## src/rtl/fseq_pkg.sv

```systemverilog
package fseq_pkg;

    localparam int DATA_W = 8;
    localparam int ADDR_W = 2 * DATA_W;

    typedef enum logic [2:0] {
        ST_RESET,
        ST_VEC_LO,
        ST_VEC_HI,
        ST_FETCH,
        ST_DISCARD,
        ST_OPERAND
    } fseq_state_t;

    // Single-byte implied class: low nibble 8, or low nibble A with bit 7 set.
    function automatic logic op_is_implied(input logic [DATA_W-1:0] op);
        return (op[3:0] == 4'h8) || ((op[3:0] == 4'hA) && op[DATA_W-1]);
    endfunction

endpackage

```

## src/rtl/fseq_capture.sv

```systemverilog
module fseq_capture
    import fseq_pkg::*;
(
    input  logic              clk,
    input  logic              rst,
    input  logic              rd,
    input  logic [DATA_W-1:0] din,
    output logic [DATA_W-1:0] dq
);

    // Read data is taken half a cycle after the address is driven.
    always_ff @(negedge clk) begin
        if (rst) begin
            dq <= '0;
        end else if (rd) begin
            dq <= din;
        end
    end

endmodule

```

## src/rtl/fseq_decode.sv

```systemverilog
module fseq_decode
    import fseq_pkg::*;
(
    input  logic [DATA_W-1:0] op,
    output logic              implied
);

    localparam int N_OPS = 1 << DATA_W;

    logic [N_OPS-1:0] impl_tbl;

    for (genvar i = 0; i < N_OPS; i++) begin : g_tbl
        assign impl_tbl[i] = op_is_implied(DATA_W'(i));
    end

    assign implied = impl_tbl[op];

endmodule

```

## src/rtl/fseq_ctrl.sv

```systemverilog
module fseq_ctrl
    import fseq_pkg::*;
#(
    parameter logic [ADDR_W-1:0] VEC_ADDR = 16'hFFFC
) (
    input  logic              clk,
    input  logic              rst,
    input  logic [DATA_W-1:0] rd_byte,
    input  logic              rd_implied,
    output logic [ADDR_W-1:0] bus_addr,
    output logic              bus_rd,
    output logic              op_valid,
    output logic [DATA_W-1:0] opcode,
    output logic [ADDR_W-1:0] pc
);

    localparam logic [ADDR_W-1:0] VEC_ADDR_HI = VEC_ADDR + ADDR_W'(1);

    fseq_state_t       state_q, state_d;
    logic [DATA_W-1:0] vlo_q;

    // State register
    always_ff @(posedge clk) begin
        if (rst) begin
            state_q <= ST_RESET;
        end else begin
            state_q <= state_d;
        end
    end

    // Next-state logic
    always_comb begin
        state_d = state_q;
        unique case (state_q)
            ST_RESET:   state_d = ST_VEC_LO;
            ST_VEC_LO:  state_d = ST_VEC_HI;
            ST_VEC_HI:  state_d = ST_FETCH;
            ST_FETCH:   state_d = rd_implied ? ST_DISCARD : ST_OPERAND;
            ST_DISCARD: state_d = ST_FETCH;
            ST_OPERAND: state_d = ST_FETCH;
            default:    state_d = ST_RESET;
        endcase
    end

    // Datapath registers
    always_ff @(posedge clk) begin
        if (rst) begin
            pc       <= '0;
            vlo_q    <= '0;
            opcode   <= '0;
            op_valid <= 1'b0;
        end else begin
            op_valid <= (state_q == ST_FETCH);
            unique case (state_q)
                ST_VEC_LO:  vlo_q  <= rd_byte;
                ST_VEC_HI:  pc     <= {rd_byte, vlo_q};
                ST_FETCH: begin
                    opcode <= rd_byte;
                    pc     <= pc + ADDR_W'(1);
                end
                ST_OPERAND: pc     <= pc + ADDR_W'(1);
                default: ;
            endcase
        end
    end

    // Bus outputs
    always_comb begin
        bus_rd   = 1'b1;
        bus_addr = pc;
        unique case (state_q)
            ST_RESET: begin
                bus_rd   = 1'b0;
                bus_addr = '0;
            end
            ST_VEC_LO:  bus_addr = VEC_ADDR;
            ST_VEC_HI:  bus_addr = VEC_ADDR_HI;
            ST_FETCH, ST_DISCARD, ST_OPERAND: bus_addr = pc;
            default: begin
                bus_rd   = 1'b0;
                bus_addr = '0;
            end
        endcase
    end


    reset_idle_chk: assert property (@(posedge clk)
        rst |=> (!bus_rd && !op_valid && (pc == '0)));


    vec_first_chk: assert property (@(posedge clk) disable iff (rst)
        $rose(bus_rd) |-> (bus_addr == VEC_ADDR));


    vec_second_chk: assert property (@(posedge clk) disable iff (rst)
        $rose(bus_rd) |=> (bus_addr == VEC_ADDR_HI));


    rd_held_chk: assert property (@(posedge clk) disable iff (rst)
        bus_rd |=> bus_rd);


    opv_single_chk: assert property (@(posedge clk) disable iff (rst)
        op_valid |=> !op_valid);

endmodule

```

## src/rtl/fseq_top.sv

```systemverilog
module fseq_top
    import fseq_pkg::*;
#(
    parameter logic [15:0] VEC_ADDR = 16'hFFFC
) (
    input  logic        clk,
    input  logic        rst,
    input  logic [7:0]  bus_rdata,
    output logic [15:0] bus_addr,
    output logic        bus_rd,
    output logic        op_valid,
    output logic [7:0]  opcode,
    output logic [15:0] pc_out
);

    logic [DATA_W-1:0] cap_byte;
    logic              cap_implied;

    fseq_capture u_capture (
        .clk (clk),
        .rst (rst),
        .rd  (bus_rd),
        .din (bus_rdata),
        .dq  (cap_byte)
    );

    fseq_decode u_decode (
        .op      (cap_byte),
        .implied (cap_implied)
    );

    fseq_ctrl #(
        .VEC_ADDR (VEC_ADDR)
    ) u_ctrl (
        .clk        (clk),
        .rst        (rst),
        .rd_byte    (cap_byte),
        .rd_implied (cap_implied),
        .bus_addr   (bus_addr),
        .bus_rd     (bus_rd),
        .op_valid   (op_valid),
        .opcode     (opcode),
        .pc         (pc_out)
    );


    implied_refetch_chk: assert property (@(posedge clk) disable iff (rst)
        (op_valid && op_is_implied(opcode)) |=> (bus_addr == $past(bus_addr)));


    operand_skip_chk: assert property (@(posedge clk) disable iff (rst)
        (op_valid && !op_is_implied(opcode)) |=> (bus_addr == $past(bus_addr) + 16'd1));


    second_read_chk: assert property (@(posedge clk) disable iff (rst)
        op_valid |-> (bus_rd && (bus_addr == $past(bus_addr) + 16'd1)));

endmodule

```

## config.mk

```make
export PLATFORM = sky130hd
export DESIGN_NAME = fseq_top
export DESIGN_NICKNAME = d
export VERILOG_FILES = /design/src/rtl/fseq_pkg.sv /design/src/rtl/fseq_capture.sv /design/src/rtl/fseq_decode.sv /design/src/rtl/fseq_ctrl.sv /design/src/rtl/fseq_top.sv
export SDC_FILE = /design/constraint.sdc
export NUM_CORES = 1
export LEC_CHECK = 0
export CAP_MARGIN = 20
export CORE_ASPECT_RATIO = 1.1
export CORE_UTILIZATION = 65
export CTS_BUF_LIST = sky130_fd_sc_hd__clkbuf_4
export DETAILED_ROUTE_END_ITERATION = 8
export DONT_BUFFER_PORTS = 1
export MAX_ROUTING_LAYER = met4
export PLACE_DENSITY = 0.81
export SLEW_MARGIN = 20
export SYNTH_ARGS = -nofsm -noshare
export SYNTH_HDL_FRONTEND = slang
export SYNTH_SLANG_ARGS = --single-unit
export TNS_END_PERCENT = 50
```

## constraint.sdc

```tcl
create_clock -name clk -period 3 [get_ports clk]
set_input_delay 0.3 -clock clk [delete_from_list [all_inputs] [get_ports clk]]
set_output_delay 0.3 -clock clk [all_outputs]
set_load 0.1 [all_outputs]
```

==> impl_results.md <==
* Share of power burned in the clock network at about a fifth
* Final core utilization at between 70% and 80%
* Hold Crit Class: in -> reg
* Total Wirelength at 5.78 mm
* Post-synth top area share at 39.4%
* Vias/cell at 6.24
* Fin. Hold Viols at 0
* Synthesis-to-finish area growth at 16.7%
* Max-Cap Viols at 0
* Cts bufs inserted at 5
* Final setup viols at 0
* Start point of the critical path: u_ctrl.state_q[2]
* Count leader, synth: dfxtp_1
* Sequential power share at approximately 39%
* Hold Crit Depth at 1
* Crit. End Element: flip-flop
* Power share of the combinational group at 41.4%
* Overflow after GRT at 0
* Worst reg2reg path depth at 4
* Reg2reg start: u_ctrl.state_q[2]
* Avg Cell Area, Syn at 8.83 µm²
* Global placement routability congestion at 0.851
* Status: completed
* Min-delay src: rst
* Slowest-stage cell, CP: dfxtp_1
* Largest net degree at the start of global routing at 29
* Total Power at 1.74 mW
* Crit path launch type: flip-flop
* Main flop type after synthesis: dfxtp_1
* Total GRT Usage at around a third
* Via Count at 2158
* Synth Warn # at 0
* Final Slew Violations at 0
* Post-synthesis async set-or-reset flop share at 0%
* CTS tree: yes
* Mapped Area at 2290 µm²
* WP buf/inv at 0
* Measured slew at the worst slew-check pin at 1060 ps
* Wire per inst at 16.7 µm
* P_leak at roughly 1.1 nW
* Critical path cell sequence: nor3_1 > a21oi_4 > mux2i_1 > nor2_1
* Post_cts resized at 0
* DIE AREA at 3760 µm²
* Detail Route Antenna Nets at 0
* # Post-CTS Setup Buffers at 0
* # IOs at 52
* IO buf count at 0
* Nets@finish at 308
* Top post-synthesis cells by count: dfxtp_1 (45), nor2_1 (34), mux2i_1 (26)
* Reg2reg setup slack at 200 ps
* Core footprint at 3360 µm²
* Sum Neg Setup Slack at 0 ps
* Power Density at 652 nW/µm²
* Chip height at 64.2 µm
* Area contributors post-synth: dfxtp_1 (39%), mux2i_1 (11%), nor2_1 (5.6%)
* DR pass1 iterations at 4
* Synth Instances at 259
* DR iter-0 viols at 193
* Clk Latency, worst-skew pair at around 400 ps
* Post-synth EDFFs at 0
* Internal at 906 µW
* Sequential fraction of the synthesis area at between 30% and 40%
* Rel. slew slack at between 20 and 30%
* Clk Tree Root Cell: clkbuf_4
* Initial antenna violation count at 0
* Worst EP arrival at approximately 1600 ps
* Critical path's largest stage delay at ~420 ps
* FF-to-FF End: u_capture.dq[3]
* Netlist cell types at 49
* Layout cells sized above 1 at 19.8%
* Htree depth at 2
* RSZ-0062 raised after global routing: no
* Worst path top cell family by delay: flip-flops
* Worst EP required at 1790 ps
* Row count at 22
* Die extent in x at 58.6 µm
* Synthesized flop and latch total at 45
* Cell accounting for the most synthesized area: dfxtp_1
* Peak supply drop at ~0.47 mV
* Hold path endpoint: u_ctrl.pc[14]
* Final Skew at 53.4 ps
* Mapped Nets at 270
* Switch share at ~48%
* Critical path class: reg -> reg
* Switching pwr at 836 µW
* Clock sinks at 45
* Starting density of the core at 68.1%
* First-pass GRT wire length at between 9 and 10 mm
* Hold buffer count at CTS at 2
* N_diodes at 0
* HPWL Detailed at 3.96 mm
* Clk slew on worst S/H paths at 140 ps
* Clock buffer depth at 2
* Drc violations at 0
* Number of global-route vias before repair at approximately 2k
* Worst Path Max Fanout at 12
[cell usage in the layout (no fill, tap or decap), types with 3 or more instances in the layout]
cell type,synthesis,layout
a21oi_1,5,5
buf_4,3,37
dfxtp_1,45,45
nand2_1,23,23
o21a_1,14,14
clkbuf_4,0,5
inv_1,5,13
nand3_1,9,9
nor3_1,4,4
dlygate4sd3_1,0,3
or4_1,3,3
o211ai_1,5,5
mux2i_1,26,26
mux2_2,3,3
a31oi_1,5,5
nor2_1,34,34
nand4_1,4,4
nand2b_1,4,4
and3_1,3,3
nor4_1,3,3
xnor2_1,4,4
o21ai_0,6,6
[power groups by stage]
stage                     sequential [mW]  combinational, mW  clock, mW
after floorplan                     0.759              0.523     0.0205
after global placement              0.693              0.700     0.0205
after detailed placement            0.694              0.709     0.0205
after CTS                           0.681              0.719      0.337
after global routing                0.686              0.748      0.380
final                               0.682              0.721      0.338
[layer usage]
layer,global-route usage [%],part of all wire [%]
met5,-,0
met4,13.4,2.6
met3,5.06,7.2
met2,55.5,50
met1,40.7,40
[stage by stage]
step           hold WS [ps]  setup slack (ps)  cell area, µm²  instances
2_1_floorplan           431              29.9            2290        259
6_report               39.8               203            2670        346
5_1_grt                24.2              96.9            2670        346
3_5_place_dp            375               213            2550        327
4_1_cts                5.59               199            2660        345
3_3_place_gp            375               288            2550        327
[worst register-to-register path: stages, from the launching register on]
cell	delay, ps
dfxtp_1	420
nor3_1	110
a21oi_4	380
mux2i_1	270
nor2_1	60
[kinds of logic (layout without fill, tap and decap cells)]
group                    Yosys count  after routing  share of synthesized area, %
XOR/XNOR                           5              5                          2.74
buffers and inverters             22             61                          4.49
AND/OR/NAND/NOR                  103            103                          23.2
multiplexers                      29             29                          12.9
adder cells (fa/ha/maj)            1              1                         0.547
AO/OA/AOI/OAI                     54             54                          16.8
flip-flops                        45             45                          39.4
[layout make-up]
class	count	area, µm²
Clock buffer	5	37.5
Sequential cell	45	901
Timing Repair Buffer	40	308
Inverter	4	15.0
Multi-Input combinational cell	192	1290
Clock inverter	12	52.6
Fill cell	243	689
Tap cell	48	60.1
[worst max-delay path by stage]
stage | cells after the start | end
after floorplan | 6 | u_capture.dq[0]
after global placement | 4 | u_capture.dq[3]
after detailed placement | 4 | u_ctrl.rd_implied
after CTS | 4 | u_capture.dq[3]
after global routing | 4 | u_capture.dq[3]
final | 4 | u_capture.dq[3]
[sequential cells by signal (all words and copies together) (netlist names)]
register           flops
u_ctrl.opcode          8
u_ctrl.state_q         3
u_ctrl.vlo_q           8
u_ctrl.rd_implied      1
u_ctrl.op_valid        1
u_ctrl.pc             16
u_capture.dq           8
Power figures use the tool's default switching activity.
